`config.mk`:
```
export PLATFORM = sky130hd
export DESIGN_NAME = dbuf_dma_ctrl
export DESIGN_NICKNAME = d
export VERILOG_FILES = /design/src/rtl/dbuf_pkg.sv /design/src/rtl/dbuf_slot.sv /design/src/rtl/dbuf_seq.sv /design/src/rtl/dbuf_dma_ctrl.sv
export SDC_FILE = /design/constraint.sdc
export NUM_CORES = 1
export LEC_CHECK = 0
export ABC_AREA = 1
export BUFFER_PORTS_ARGS = -buffer_cell sky130_fd_sc_hd__buf_2
export CAP_MARGIN = 40
export CORE_MARGIN = 2
export CORE_UTILIZATION = 57
export DETAILED_ROUTE_END_ITERATION = 10
export PLACE_DENSITY = 0.81
export SLEW_MARGIN = 15
export SYNTH_ARGS = -nofsm -noshare
export SYNTH_HDL_FRONTEND = slang
export SYNTH_HIERARCHICAL = 1
export SYNTH_SLANG_ARGS = --single-unit
```
`constraint.sdc`:
```
create_clock -name clk -period 3.2 [get_ports clk]
set_clock_uncertainty 0.2 [all_clocks]
set_input_delay 0.16 -clock clk [delete_from_list [all_inputs] [get_ports clk]]
set_output_delay 0.16 -clock clk [all_outputs]
set_load 0.01 [all_outputs]
```
`src/rtl/dbuf_pkg.sv`:
```
// Package: shared register indices and buffer identifiers for the
// two-buffer ownership controller. Assumes a 3-bit host register index.
package dbuf_pkg;
    localparam logic [2:0] REG_BASE_A = 3'd0;
    localparam logic [2:0] REG_LEN_A  = 3'd1;
    localparam logic [2:0] REG_BASE_B = 3'd2;
    localparam logic [2:0] REG_LEN_B  = 3'd3;
    localparam logic [2:0] REG_CTRL   = 3'd4;

    localparam int CTRL_GIVE_A  = 0;
    localparam int CTRL_GIVE_B  = 1;
    localparam int CTRL_RUN_SET = 2;
    localparam int CTRL_RUN_CLR = 3;

    typedef enum logic {
        BUF_A = 1'b0,
        BUF_B = 1'b1
    } buf_id_t;
endpackage

```
`src/rtl/dbuf_slot.sv`:
```
// Module: one buffer descriptor (base, length, ownership flag).
// The host may change base and length only while it owns the slot.
// A hand-over is refused when the length is zero or the slot is already
// owned. Assumes give and release never target the slot as a pair that
// conflicts: release only occurs while owned, give only while not owned.
module dbuf_slot #(
    parameter int ADDR_W = 16,
    parameter int LEN_W  = 12
) (
    input  logic              clk,
    input  logic              rst_n,
    input  logic              wr_base,
    input  logic              wr_len,
    input  logic [ADDR_W-1:0] base_in,
    input  logic [LEN_W-1:0]  len_in,
    input  logic              give,
    input  logic              release_i,
    output logic [ADDR_W-1:0] base,
    output logic [LEN_W-1:0]  len,
    output logic              own
);
    // Descriptor fields: host writes accepted only while host-owned.
    always_ff @(posedge clk) begin
        if (!rst_n) begin
            base <= '0;
            len  <= '0;
        end else if (!own) begin
            if (wr_base) base <= base_in;
            if (wr_len)  len  <= len_in;
        end
    end

    // Ownership flag: set by a valid hand-over, cleared on completion.
    always_ff @(posedge clk) begin
        if (!rst_n)                                own <= 1'b0;
        else if (own && release_i)                 own <= 1'b0;
        else if (!own && give && (len != '0))      own <= 1'b1;
    end
endmodule

```
`src/rtl/dbuf_seq.sv`:
```
// Module: sequencer. Tracks the next buffer, the byte count inside it and
// the run flag. It grants one byte per cycle when the next buffer is
// controller-owned, then releases the buffer and pulses the done interrupt
// after the last byte. Assumes an owned buffer has a nonzero length.
module dbuf_seq #(
    parameter int LEN_W = 12
) (
    input  logic             clk,
    input  logic             rst_n,
    input  logic             stb,
    input  logic             run_set,
    input  logic             run_clr,
    input  logic [1:0]       own,
    input  logic [LEN_W-1:0] cur_len,
    output logic             ack,
    output logic             sel,
    output logic             run,
    output logic [LEN_W-1:0] cnt,
    output logic [1:0]       release_o,
    output logic             irq,
    output logic             irq_buf
);
    logic last_beat;

    // Grant and final-beat detection for the buffer next in line.
    always_comb begin
        ack       = stb && run && own[sel];
        last_beat = ack && ({1'b0, cnt} + 1'b1 == {1'b0, cur_len});
        release_o = '0;
        release_o[sel] = last_beat;
    end

    // Run flag: set and clear commands, clear wins.
    always_ff @(posedge clk) begin
        if (!rst_n)       run <= 1'b0;
        else if (run_clr) run <= 1'b0;
        else if (run_set) run <= 1'b1;
    end

    // Position: byte count and next-buffer pointer.
    always_ff @(posedge clk) begin
        if (!rst_n) begin
            cnt <= '0;
            sel <= dbuf_pkg::BUF_A;
        end else if (last_beat) begin
            cnt <= '0;
            sel <= ~sel;
        end else if (ack) begin
            cnt <= cnt + 1'b1;
        end
    end

    // Done interrupt: one-cycle pulse naming the finished buffer.
    always_ff @(posedge clk) begin
        if (!rst_n) begin
            irq     <= 1'b0;
            irq_buf <= 1'b0;
        end else begin
            irq <= last_beat;
            if (last_beat) irq_buf <= sel;
        end
    end
endmodule

```
`src/rtl/dbuf_dma_ctrl.sv`:
```
// Module: top of the two-buffer ownership controller. Decodes host
// register writes, holds two descriptor slots, and drives the byte-move
// port through the sequencer. Assumes REG_W >= ADDR_W and REG_W >= LEN_W.
module dbuf_dma_ctrl #(
    parameter int ADDR_W = 16,
    parameter int LEN_W  = 12,
    parameter int REG_W  = 32
) (
    input  logic              clk,
    input  logic              rst_n,
    input  logic              host_wr,
    input  logic [2:0]        host_waddr,
    input  logic [REG_W-1:0]  host_wdata,
    input  logic [2:0]        host_raddr,
    output logic [REG_W-1:0]  host_rdata,
    input  logic              xfer_stb,
    output logic              xfer_ack,
    output logic [ADDR_W-1:0] xfer_addr,
    output logic              xfer_buf,
    output logic              done_irq,
    output logic              done_buf
);
    import dbuf_pkg::*;

    localparam int NBUF = 2;

    logic [ADDR_W-1:0] slot_base [NBUF];
    logic [LEN_W-1:0]  slot_len  [NBUF];
    logic [NBUF-1:0]   own_vec;
    logic [NBUF-1:0]   give_vec;
    logic [NBUF-1:0]   rel_vec;
    logic [NBUF-1:0]   wr_base_vec;
    logic [NBUF-1:0]   wr_len_vec;
    logic              ctrl_wr;
    logic              cur_sel;
    logic              run_flag;
    logic [LEN_W-1:0]  cur_cnt;

    // Host write decode into per-slot strobes and commands.
    always_comb begin
        ctrl_wr     = host_wr && (host_waddr == REG_CTRL);
        wr_base_vec = {host_wr && (host_waddr == REG_BASE_B),
                       host_wr && (host_waddr == REG_BASE_A)};
        wr_len_vec  = {host_wr && (host_waddr == REG_LEN_B),
                       host_wr && (host_waddr == REG_LEN_A)};
        give_vec    = {ctrl_wr && host_wdata[CTRL_GIVE_B],
                       ctrl_wr && host_wdata[CTRL_GIVE_A]};
    end

    for (genvar g = 0; g < NBUF; g++) begin : g_slot
        dbuf_slot #(.ADDR_W(ADDR_W), .LEN_W(LEN_W)) u_slot (
            .clk      (clk),
            .rst_n    (rst_n),
            .wr_base  (wr_base_vec[g]),
            .wr_len   (wr_len_vec[g]),
            .base_in  (host_wdata[ADDR_W-1:0]),
            .len_in   (host_wdata[LEN_W-1:0]),
            .give     (give_vec[g]),
            .release_i(rel_vec[g]),
            .base     (slot_base[g]),
            .len      (slot_len[g]),
            .own      (own_vec[g])
        );
    end

    dbuf_seq #(.LEN_W(LEN_W)) u_seq (
        .clk      (clk),
        .rst_n    (rst_n),
        .stb      (xfer_stb),
        .run_set  (ctrl_wr && host_wdata[CTRL_RUN_SET]),
        .run_clr  (ctrl_wr && host_wdata[CTRL_RUN_CLR]),
        .own      (own_vec),
        .cur_len  (slot_len[cur_sel]),
        .ack      (xfer_ack),
        .sel      (cur_sel),
        .run      (run_flag),
        .cnt      (cur_cnt),
        .release_o(rel_vec),
        .irq      (done_irq),
        .irq_buf  (done_buf)
    );

    // Byte address and next-buffer indication toward the channel side.
    always_comb begin
        xfer_addr = slot_base[cur_sel] + ADDR_W'(cur_cnt);
        xfer_buf  = cur_sel;
    end

    // Host read mux.
    always_comb begin
        host_rdata = '0;
        case (host_raddr)
            REG_BASE_A: host_rdata = REG_W'(slot_base[0]);
            REG_LEN_A:  host_rdata = REG_W'(slot_len[0]);
            REG_BASE_B: host_rdata = REG_W'(slot_base[1]);
            REG_LEN_B:  host_rdata = REG_W'(slot_len[1]);
            REG_CTRL:   host_rdata = REG_W'({run_flag, cur_sel, own_vec});
            default:    host_rdata = '0;
        endcase
    end
endmodule

```
# Yosys cells after proc, flatten, opt, wreduce, memory -nomap -nowiden
# Cells that the tools add are included.
# W data, S select, Z words.
# totals
ff_bits	74
wordCells	76
output_inout_bits	52
in_bits	42
# classes
n_eq_ne	9
n_reduce_logical	33
n_addsub	3
n_lt_le_gt_ge	3
bitwise	6
mux	11
# ops
op	count
$pmux W16 S5	1
$mux W16	3
$mux W12	3
$reduce_bool A12 Y1	2
$logic_and A1 B1 Y1	19
$add A16 B12 Y16	1
$add A12 B1 Y13 const B	1
$eq A13 B12 Y1	1
$add A12 B1 Y12 const B	1
$eq A3 B2 Y1 const B	4
$reduce_and A2 Y1	4
$reduce_or A2 Y1	4
$eq A3 B1 Y1 const B	2
$eq A3 B3 Y1 const B	2
$logic_not A3 Y1	2
$not A1 Y1	4
$mux W1	3
$and A2 B2 Y2	1
$ge A2 B2 Y1 const B	1
$logic_not A1 Y1	2
$lt A1 B2 Y1 const B	1
$not A1 Y2	1
$demux W1 S1	1
$ge A1 B1 Y1 const B	1

# Longest topological paths before layout
# Gate-level depths: netlist of run 1.
# logic_depth
ltp_word	9
depth_mapped	17

# Modules after synthesis
# The synthesis of run 1 kept the hierarchy.
# by_module_without_submodules
module	seq_area_each_um2	area_each_um2	cells_per_inst	instances
dbuf_slot	580.6	1076.0	139	2
dbuf_dma_ctrl	0.0	1795.5	353	1
dbuf_seq	320.3	1375.1	232	1

# Worst setup path before layout of run 1
# OpenSTA, ideal clock, no wires.
# synth_timing
path_kind	reg2out
start	register u_seq.sel
end	output xfer_addr[8]
arrival_time_ns	2.315
n_path_buf	2
path_slack_ns	0.525
path_stages_with_launch	14
required_time_ns	2.840
path_cell_list	dfxtp_1 -> buf_6 -> clkbuf_1 -> nand2_1 -> nand2_1 -> ha_1 -> inv_1 -> fa_1 -> inv_1 -> nand3_1 -> nand3_1 -> nand3_1 -> nand2_1 -> xor2_1
# synth_via
elab_chain_cells	5
# synth_rtl
element	line	source
start: declaration	dbuf_seq.sv:16	output logic sel,
start signal: assignment	dbuf_seq.sv:44	sel <= dbuf_pkg::BUF_A;
start signal: assignment	dbuf_seq.sv:47	sel <= ~sel;
$not A1 Y2 (implied by the code)	dbuf_dma_ctrl.sv:85	xfer_addr = slot_base[cur_sel] + ADDR_W'(cur_cnt);
$mux W16 (implied by the code) (3 in series)	dbuf_dma_ctrl.sv:85	
$add A16 B12 Y16	dbuf_dma_ctrl.sv:85	
end: declaration	dbuf_dma_ctrl.sv:18	output logic [ADDR_W-1:0] xfer_addr,
# Every way passes these cells. The select of a mux whose other input is x is not followed.

# Final worst setup path of run 1
# layout_timing
start	register u_seq.sel
end	output xfer_addr[11]
# Same word-level chain as after synthesis.

==> flow_metrics.tcl, run 1 <==
set metrics [dict create \
    status "complete, no violations" \
    die_y_um 101 \
    hold_violations 0 \
    die_width_um 101 \
    antenna_found_initial 0 \
    grt_overflow 0 \
    avgSynthCellArea_um2 6.17 \
    netlist_area_mm2 0.00532 \
    post-route-period-util 0.941 \
    cts-buffers-inserted 9 \
    h-tree-depth 3 \
    maxSlewViolCount 0 \
    ys_seq_area_frac 0.278 \
    grt_pass1_wl_um 24500 \
    layout-drive-gt1-share 0.140 \
    clock_path_buffers 2 \
    yosysMostFrequentCell "nand2_1" \
    critPathRequiredTime_ns 2.84 \
    place_inst 1012 \
    fmax_mhz 332 \
    p_leak_nw 2.83 \
    grt_max_degree 57 \
    setup_violations 0 \
    r2r_end "g_slot[0].u_slot/own" \
    startpoint "u_seq/sel" \
    synth-seq-cells 74 \
    worst_slew_pin_slew_ns 0.636 \
    cts_setup_buffers 0 \
    place_congestion 0.888 \
    fp-row-count 35 \
    root_buffer "clkbuf_8" \
    ant_nets 0 \
    rsz0062_at_grt "no" \
    wirelength_um 14800 \
    endpoint_kind "output pin" \
    worst-path-max-fanout 24 \
    die_area_mm2 0.0101 \
    critPathLaunchType "register" \
    arrival_ns 2.65 \
    clkLatencyLatePin_ns 0.36 \
    final_cells 1045 \
    r2r_slack_ns 0.61 \
    ys_async_sr_fraction 0 \
    vdd_ir_drop_max_mv 0.243 \
    cts.sinks 74 \
    synth_edf_count 0 \
    grt_use_total 0.305 \
    synth.largest_area_cell "dfxtp_1" \
    area_growth_pct 11.2 \
    synth_top_cell_area_share 0.278 \
    avgViaCountPerCell 5.41 \
    stdcell_area_mm2 0.00592 \
    utilization 0.647 \
    reg2reg_from "u_seq/sel" \
    wl_per_cell_um 14.2 \
    fin_total_pwr_mw 1.89 \
    hold_class "in2reg" \
    grt_pass1_vias 5145 \
    whs_ns 0.0672 \
    timing.final.ws_setup_ns 0.189 \
    portBuffers 61 \
    dpl_cell_area_mm2 0.00557 \
    cts_tree "yes" \
    period_minus_slack_ns 3.01 \
    io_pins 94 \
    drtIter0Drc 426 \
    finalSetupTns_ns 0 \
    vias 5658 \
    synth_area_leaders "dfxtp_1 (28%), nand2_1 (16%), nor2_1 (11%), inv_1 (6.6%), nand3_1 (5.5%)" \
    dpl.hpwl_um 10800 \
    power_density_mw_per_mm2 320 \
    criticalPathCategory "reg2out" \
    drc 0 \
    reg2regPathDepth 12 \
    synthTopCellsByCount "nand2_1 (226), nor2_1 (153), inv_1 (93)" \
    core_mm2 0.00915 \
    clkTransAtPathRegs_ns 0.08 \
    initial_core_util 0.582 \
    maxCapViolCount 0 \
    relSlewSlack 0.571 \
    pre_cts_ws_ns 0.564 \
    final_nets 985 \
    syn_inst 863 \
    endpoint "xfer_addr[11]" \
    yosysWarnings 6 \
    first_pass_iters 5 \
    yosysUniqueCellTypes 42 \
    ys.flop_type "dfxtp_1" \
]
==> worst min path at each step <==
stage | slack (ns) | cells after the start | startpoint | end
floorplan | 0.08 | 2 | rst_n | u_seq/sel
global placement | 0.22 | 3 | host_wdata[14] | g_slot[1].u_slot/base[14]
detailed placement | 0.22 | 3 | host_wdata[14] | g_slot[1].u_slot/base[14]
CTS | 0.06 | 5 | host_wr | g_slot[1].u_slot/own
global route | 0.12 | 4 | host_waddr[1] | g_slot[0].u_slot/len[10]
finish | 0.07 | 5 | host_wr | g_slot[1].u_slot/own
==> layer usage <==
metal | wire (µm) | vias to the layer above | GRT usage
met2 | 6930 | 201 | 0.512
met5 | 0 | - | 0
met4 | 352 | 0 | 0.107
met3 | 1050 | 26 | 0.0458
met1 | 6480 | 2573 | 0.399
li1 | - | 2858 | -
==> cells by family after synthesis <==
kind of cell,Yosys count,share of synthesized area
flops,74,0.278
buf+inv,145,0.130
simple gates,500,0.413
compound gates,120,0.128
other cells,1,0.000705
xor+xnor,9,0.0148
fa+ha+maj,14,0.0343
==> timing repair <==
action	4_1_cts	5_1_grt
hold buffers	17	0
setup endpoints to repair	0	5
resized for setup	0	2
endpoints found under the hold margin	62	0
==> report_power, final <==
part	total [mW]	leakage (nW)	internal (mW)	switching (mW)
clock network	0.663	0.0879	0.296	0.367
registers	0.967	0.600	0.946	0.0214
logic	0.262	2.15	0.0912	0.170
==> critical path, cell delays in order (launching register included) <==
cell and delay, ns:
dfxtp_1 0.35, buf_4 0.28, buf_6 0.24, nand2_1 0.08
nand2_1 0.16, ha_1 0.31, nand2_1 0.14, inv_1 0.05
a21oi_1 0.13, nand2_1 0.14, nand2_1 0.12, nand3_1 0.07
nand2_1 0.07, nand2_1 0.04, buf_2 0.13
==> final cells by class <==
type,count,area [µm²]
fill,878,3230
multi-input combinational,659,3210
sequential,74,1480
timing repair buffer,83,533
inverter,102,388
tap,111,139
clock buffer,10,138
clock inverter,5,31.3
antenna,1,2.50
==> cells in the final DEF, fill, tap and decap left out, drive strengths merged <==
master	count
and2	1
clkinvlp	1
ha	13
a32o	2
nor3	7
xnor2	1
dlygate4sd3	17
o2111ai	8
inv	101
xor2	8
nand3	65
fa	1
a21boi	1
o22ai	1
dfxtp	74
nand4	20
a21oi	33
clkinv	5
o21ai	73
or2	2
clkbuf	10
nor2	164
diode	1
nand2	238
conb	16
o21bai	2
buf	66
nand3b	3
==> flip-flops by register name (all words and copies together), names as in the netlist <==
name	count
u_seq/sel	1
u_seq/run	1
g_slot.u_slot/base	32
g_slot.u_slot/len	24
u_seq/cnt	12
u_seq/irq_buf	1
g_slot.u_slot/own	2
u_seq/irq	1
Power figures use the tool's default switching activity.
==> inputs of run 2 (changes only) <==
==> constraint.sdc (replaced) <==
create_clock -name clk -period 3.4 [get_ports clk]
set_clock_uncertainty 0.2 [all_clocks]
set_input_delay 0.17 -clock clk [delete_from_list [all_inputs] [get_ports clk]]
set_output_delay 0.17 -clock clk [all_outputs]
set_load 0.01 [all_outputs]
==> flow_metrics.tcl, run 2 (synthesis results as in run 1) <==
set metrics [dict create \
    drtIter0Drc 406 \
    seq_area_mm2 0.00148 \
    worst_slew_pin_slew_ns 0.635 \
    maxCapViolCount 0 \
    fmax_mhz 327 \
    vdd_ir_drop_max_mv 0.336 \
    hold_violations 0 \
    cts.sinks 74 \
    cp_slowest_cell "buf_4" \
    num_antenna_cells 0 \
    mostFrequentLayoutCells "nand2_1 (226), nor2_1 (153), inv_1 (93)" \
    place_congestion 0.945 \
    ant_nets 0 \
    setup_violations 0 \
    maxSlewViolCount 0 \
    antenna_found_initial 0 \
    avgViaCountPerCell 5.34 \
    relSlewSlack 0.572 \
    crit_family "buffers and inverters" \
    post-route-period-util 0.900 \
    rsz0062_at_grt "no" \
    criticalPathCategory "reg2out" \
    p_leak_nw 2.84 \
    wirelength_um 14500 \
    critPathRequiredTime_ns 3.03 \
    core_mm2 0.00915 \
    hold_class "in2reg" \
    path_common_cell "nand2_1" \
    clock_path_buffers 2 \
    grt_max_degree 57 \
    period_minus_slack_ns 3.06 \
    final_nets 984 \
    portBuffers 61 \
    num-fill-cells 861 \
    finalSetupTns_ns 0 \
    fp-row-count 35 \
    endpoint_kind "output pin" \
    vias 5577 \
    initial_core_util 0.582 \
    cts_setup_buffers 0 \
    io_pins 94 \
    die_area_mm2 0.0101 \
    root_buffer "clkbuf_8" \
    grt_use_total 0.294 \
    worst-path-max-fanout 45 \
    clkTransAtPathRegs_ns 0.09 \
    area_growth_pct 11.4 \
    largest_reg_flops 32 \
    status "complete, no violations" \
    cts-buffers-inserted 9 \
    critPathLaunchType "register" \
    grt_pass1_wl_um 23700 \
    final_common_cell "nand2_1" \
    layout-drive-gt1-share 0.139 \
    cts_tree "yes" \
    path_buf_inv 4 \
    ctsHoldBuffers 17 \
    power_density_mw_per_mm2 315 \
    cp_slowest_stage_delay_ns 0.42 \
    largest_register "g_slot.u_slot/base" \
    dpl.hpwl_um 10400 \
    die_y_um 101 \
    cts_resized 0 \
    top_regs "g_slot.u_slot/base x32, g_slot.u_slot/len x24, u_seq/cnt x12" \
    grt_pass1_vias 5021 \
    grt_overflow 0 \
    wl_per_cell_um 13.9 \
    arrival_ns 2.69 \
    h-tree-depth 3 \
    fin_total_pwr_mw 1.87 \
    multi_input_area_mm2 0.00321 \
    die_width_um 101 \
    first_pass_iters 5 \
    clkLatencyLatePin_ns 0.36 \
    drc 0 \
    path_cells "buf_4 > nand2_1 > nand2_1 > ha_1 > inv_1 > fa_1 > inv_1 > nand2_1 > nand3_1 > nand2_1 > nand2_1 > xor2_1 > buf_2" \
]
==> run 2: metrics by stage <==
step	instances	setup WS, ns	cell area (µm²)	util	hold slack, ns
after floorplan	878	0.715	5380	-	0.0927
after global placement	1010	0.751	5540	0.605	0.223
after detailed placement	1011	0.736	5560	0.608	0.233
after CTS	1044	0.352	5930	0.648	0.0526
after global routing	1044	0.107	5930	0.648	0.108
final	1044	0.341	5930	0.648	0.0596
==> run 2: final timing paths <==
| check | from | end | slack [ns] | cells after the start |
|---|---|---|---|---|
| min | host_wr | g_slot[0].u_slot/own | 0.06 | 5 |
| max | u_seq/sel | xfer_addr[10] | 0.34 | 13 |
| min reg2reg | g_slot[0].u_slot/len[8] | g_slot[0].u_slot/len[8] | 0.28 | 2 |
| max reg2reg | u_seq/cnt[1] | g_slot[1].u_slot/own | 0.96 | 14 |
==> run 2: final cells by class <==
cell class | count | area share
clock buffers | 10 | 0.0215
flip-flops and latches | 74 | 0.250
repair buffers | 82 | 0.0873
well taps | 111 | 0.0234
inverters | 102 | 0.0654
multi-input cells | 659 | 0.540
clock inverters | 6 | 0.0122
==> run 2: power breakdown <==
part	internal [mW]	total [mW]	switching (mW)	leakage [nW]
sequential	0.890	0.910	0.0196	0.600
clock	0.349	0.716	0.368	0.0979
combinational	0.0857	0.244	0.158	2.14
total	1.32	1.87	0.545	2.84
==> run 2: routing by layer <==
layer  global-route usage  vias to the layer above  share of wire
met5                    0                        -              0
met2                0.489                      192           0.47
li1                     -                     2858              -
met3               0.0381                       25          0.072
met4                0.100                        0          0.019
met1                0.394                     2502           0.44
==> run 2: tightest hold or removal path: cells and delay by family <==
family / cells / cell delay, ns
simple gates: 3 / 0.26
buf+inv: 1 / 0.10
compound gates: 1 / 0.05
==> inputs of run 3 (changes only) <==
--- a/config.mk
+++ b/config.mk
@@ -6,11 +6,12 @@
 export NUM_CORES = 1
 export LEC_CHECK = 0
 export ABC_AREA = 1
-export BUFFER_PORTS_ARGS = -buffer_cell sky130_fd_sc_hd__buf_2
+export BUFFER_PORTS_ARGS = -buffer_cell sky130_fd_sc_hd__clkbuf_2
 export CAP_MARGIN = 40
 export CORE_MARGIN = 2
 export CORE_UTILIZATION = 57
 export DETAILED_ROUTE_END_ITERATION = 10
+export GPL_TIMING_DRIVEN = 0
 export PLACE_DENSITY = 0.81
 export SLEW_MARGIN = 15
 export SYNTH_ARGS = -nofsm -noshare
==> flow_metrics.tcl, run 3 (synthesis results as in run 1) <==
set metrics [dict create \
    cp_slowest_cell "dfxtp_2" \
    root_buffer "clkbuf_8" \
    cts-buffers-inserted 9 \
    grt_max_degree 20 \
    p_switching_mw 0.576 \
    critPathLaunchType "register" \
    criticalPathCategory "reg2out" \
    grt_pass1_vias 5261 \
    core_mm2 0.00915 \
    power_density_mw_per_mm2 310 \
    finalSetupTns_ns 0 \
    die_width_um 101 \
    period_minus_slack_ns 3.13 \
    relSlewSlack 0.564 \
    path_common_cell "nand2_1" \
    crit_family "simple AND/OR/NAND/NOR gates" \
    final_nets 1022 \
    clock_path_buffers 2 \
    p_leak_nw 2.98 \
    wl_per_cell_um 14.2 \
    first_pass_iters 5 \
    largest_reg_flops 32 \
    die_area_mm2 0.0101 \
    num-fill-cells 871 \
    status "complete, no violations" \
    arrival_ns 2.76 \
    h-tree-depth 3 \
    grt_pass1_wl_um 24800 \
    fmax_mhz 319 \
    top_regs "g_slot.u_slot/base x32, g_slot.u_slot/len x24, u_seq/cnt x12" \
    maxCapViolCount 0 \
    die_y_um 101 \
    path_cells "inv_2 > buf_6 > clkbuf_2 > nand2_1 > nand2_1 > ha_1 > or2_2 > nand3b_1 > nand2_1 > nand2_1 > nand2_1 > xor2_1 > clkbuf_2" \
    power.share.sequential 0.473 \
    layout-drive-gt1-share 0.167 \
    vias 5792 \
    drtIter0Drc 469 \
    grt_use_total 0.311 \
    clkTransAtPathRegs_ns 0.10 \
    vdd_ir_drop_max_mv 0.287 \
    post-route-period-util 0.922 \
    p_comb_frac 0.141 \
    antenna_found_initial 0 \
    drc 0 \
    final_common_cell "nand2_1" \
    hold_class "in2reg" \
    hold_violations 0 \
    portBuffers 61 \
    maxSlewViolCount 0 \
    setup_violations 0 \
    place_congestion 0.937 \
    cp_slowest_stage_delay_ns 0.48 \
    critPathRequiredTime_ns 3.03 \
    p_int_mw 1.35 \
    mostFrequentLayoutCells "nand2_1 (226), nor2_1 (153), inv_1 (93)" \
    cts_tree "yes" \
    clkPwrFrac 0.386 \
    cts.sinks 74 \
    initial_core_util 0.582 \
    wirelength_um 15400 \
    fp-row-count 35 \
    path_buf_inv 4 \
    grt_overflow 0 \
    switching_share 0.299 \
    clkLatencyLatePin_ns 0.37 \
    ant_nets 0 \
    cts_setup_buffers 0 \
    endpoint_kind "output pin" \
    largest_register "g_slot.u_slot/base" \
    rsz0062_at_grt "no" \
    num_antenna_cells 0 \
    worst-path-max-fanout 10 \
    avgViaCountPerCell 5.35 \
    io_pins 94 \
    area_growth_pct 16.5 \
    worst_slew_pin_slew_ns 0.648 \
    fin_total_pwr_mw 1.92 \
    dpl.hpwl_um 11600 \
]
-- run 3: stage by stage --
| step | util | setup slack (ns) | area [µm²] | hold WS (ns) | cells |
|---|---|---|---|---|---|
| 6_report | 0.678 | 0.266 | 6200 | 0.0434 | 1082 |
| 5_1_grt | 0.678 | 0.000391 | 6200 | 0.0825 | 1082 |
| 4_1_cts | 0.677 | 0.0120 | 6200 | 0.0261 | 1082 |
| 3_5_place_dp | 0.636 | 0.262 | 5820 | 0.229 | 1050 |
| 3_3_place_gp | 0.636 | 0.255 | 5820 | 0.229 | 1050 |
| 2_1_floorplan | - | 0.715 | 5380 | 0.0927 | 878 |
-- run 3: power groups by stage --
| stage | Clock, mW | Sequential, mW | Combinational, mW |
|---|---|---|---|
| 6_report | 0.742 | 0.910 | 0.272 |
| 5_1_grt | 0.781 | 0.913 | 0.301 |
| 4_1_cts | 0.745 | 0.909 | 0.265 |
| 3_5_place_dp | 0 | 0.929 | 0.248 |
| 3_3_place_gp | 0 | 0.929 | 0.245 |
| 2_1_floorplan | 0 | 0.924 | 0.170 |
-- run 3: final timing paths --
check                      from  slack [ns]                    to  depth (start not counted)
setup / recovery      u_seq/sel        0.27          xfer_addr[9]                         13
hold / removal          host_wr        0.04  g_slot[0].u_slot/own                          5
setup reg to reg      u_seq/sel        0.65          u_seq/cnt[9]                         12
hold reg to reg   u_seq/irq_buf        0.27         u_seq/irq_buf                          2
-- run 3: worst min-delay path, delay by kind of cell --
kind / cells / cell delay (ns)
and+or+nand+nor: 3 / 0.27
AOI/OAI and AO/OA: 1 / 0.05
buffers and inverters: 1 / 0.09
-- run 3: timing repair --
item / 4_1_cts / 5_1_grt
endpoints found under the hold margin: 60 / 0
cloned: 0 / 0
resized for setup: 0 / 5
endpoints found under the setup margin: 8 / 11
hold buffers: 17 / 0
-- run 3: final cells by class --
type | count | area [µm²] | area share
flip-flops and latches | 74 | 1480 | 0.239
inverters | 102 | 388 | 0.0626
plain buffers | 42 | 303 | 0.0488
well taps | 111 | 139 | 0.0224
clock buffers | 9 | 124 | 0.0200
multi-input cells | 659 | 3210 | 0.517
clock inverters | 7 | 83.8 | 0.0135
repair buffers | 78 | 475 | 0.0767
-- run 3: metal layers --
metal / routed length [µm] / global-route usage / share of wire / up-vias
met5: 0 / 0 / 0 / -
met4: 571 / 0.143 / 0.037 / 0
met3: 1210 / 0.0430 / 0.078 / 42
met2: 7260 / 0.526 / 0.47 / 261
met1: 6350 / 0.392 / 0.41 / 2557
li1: - / - / - / 2932
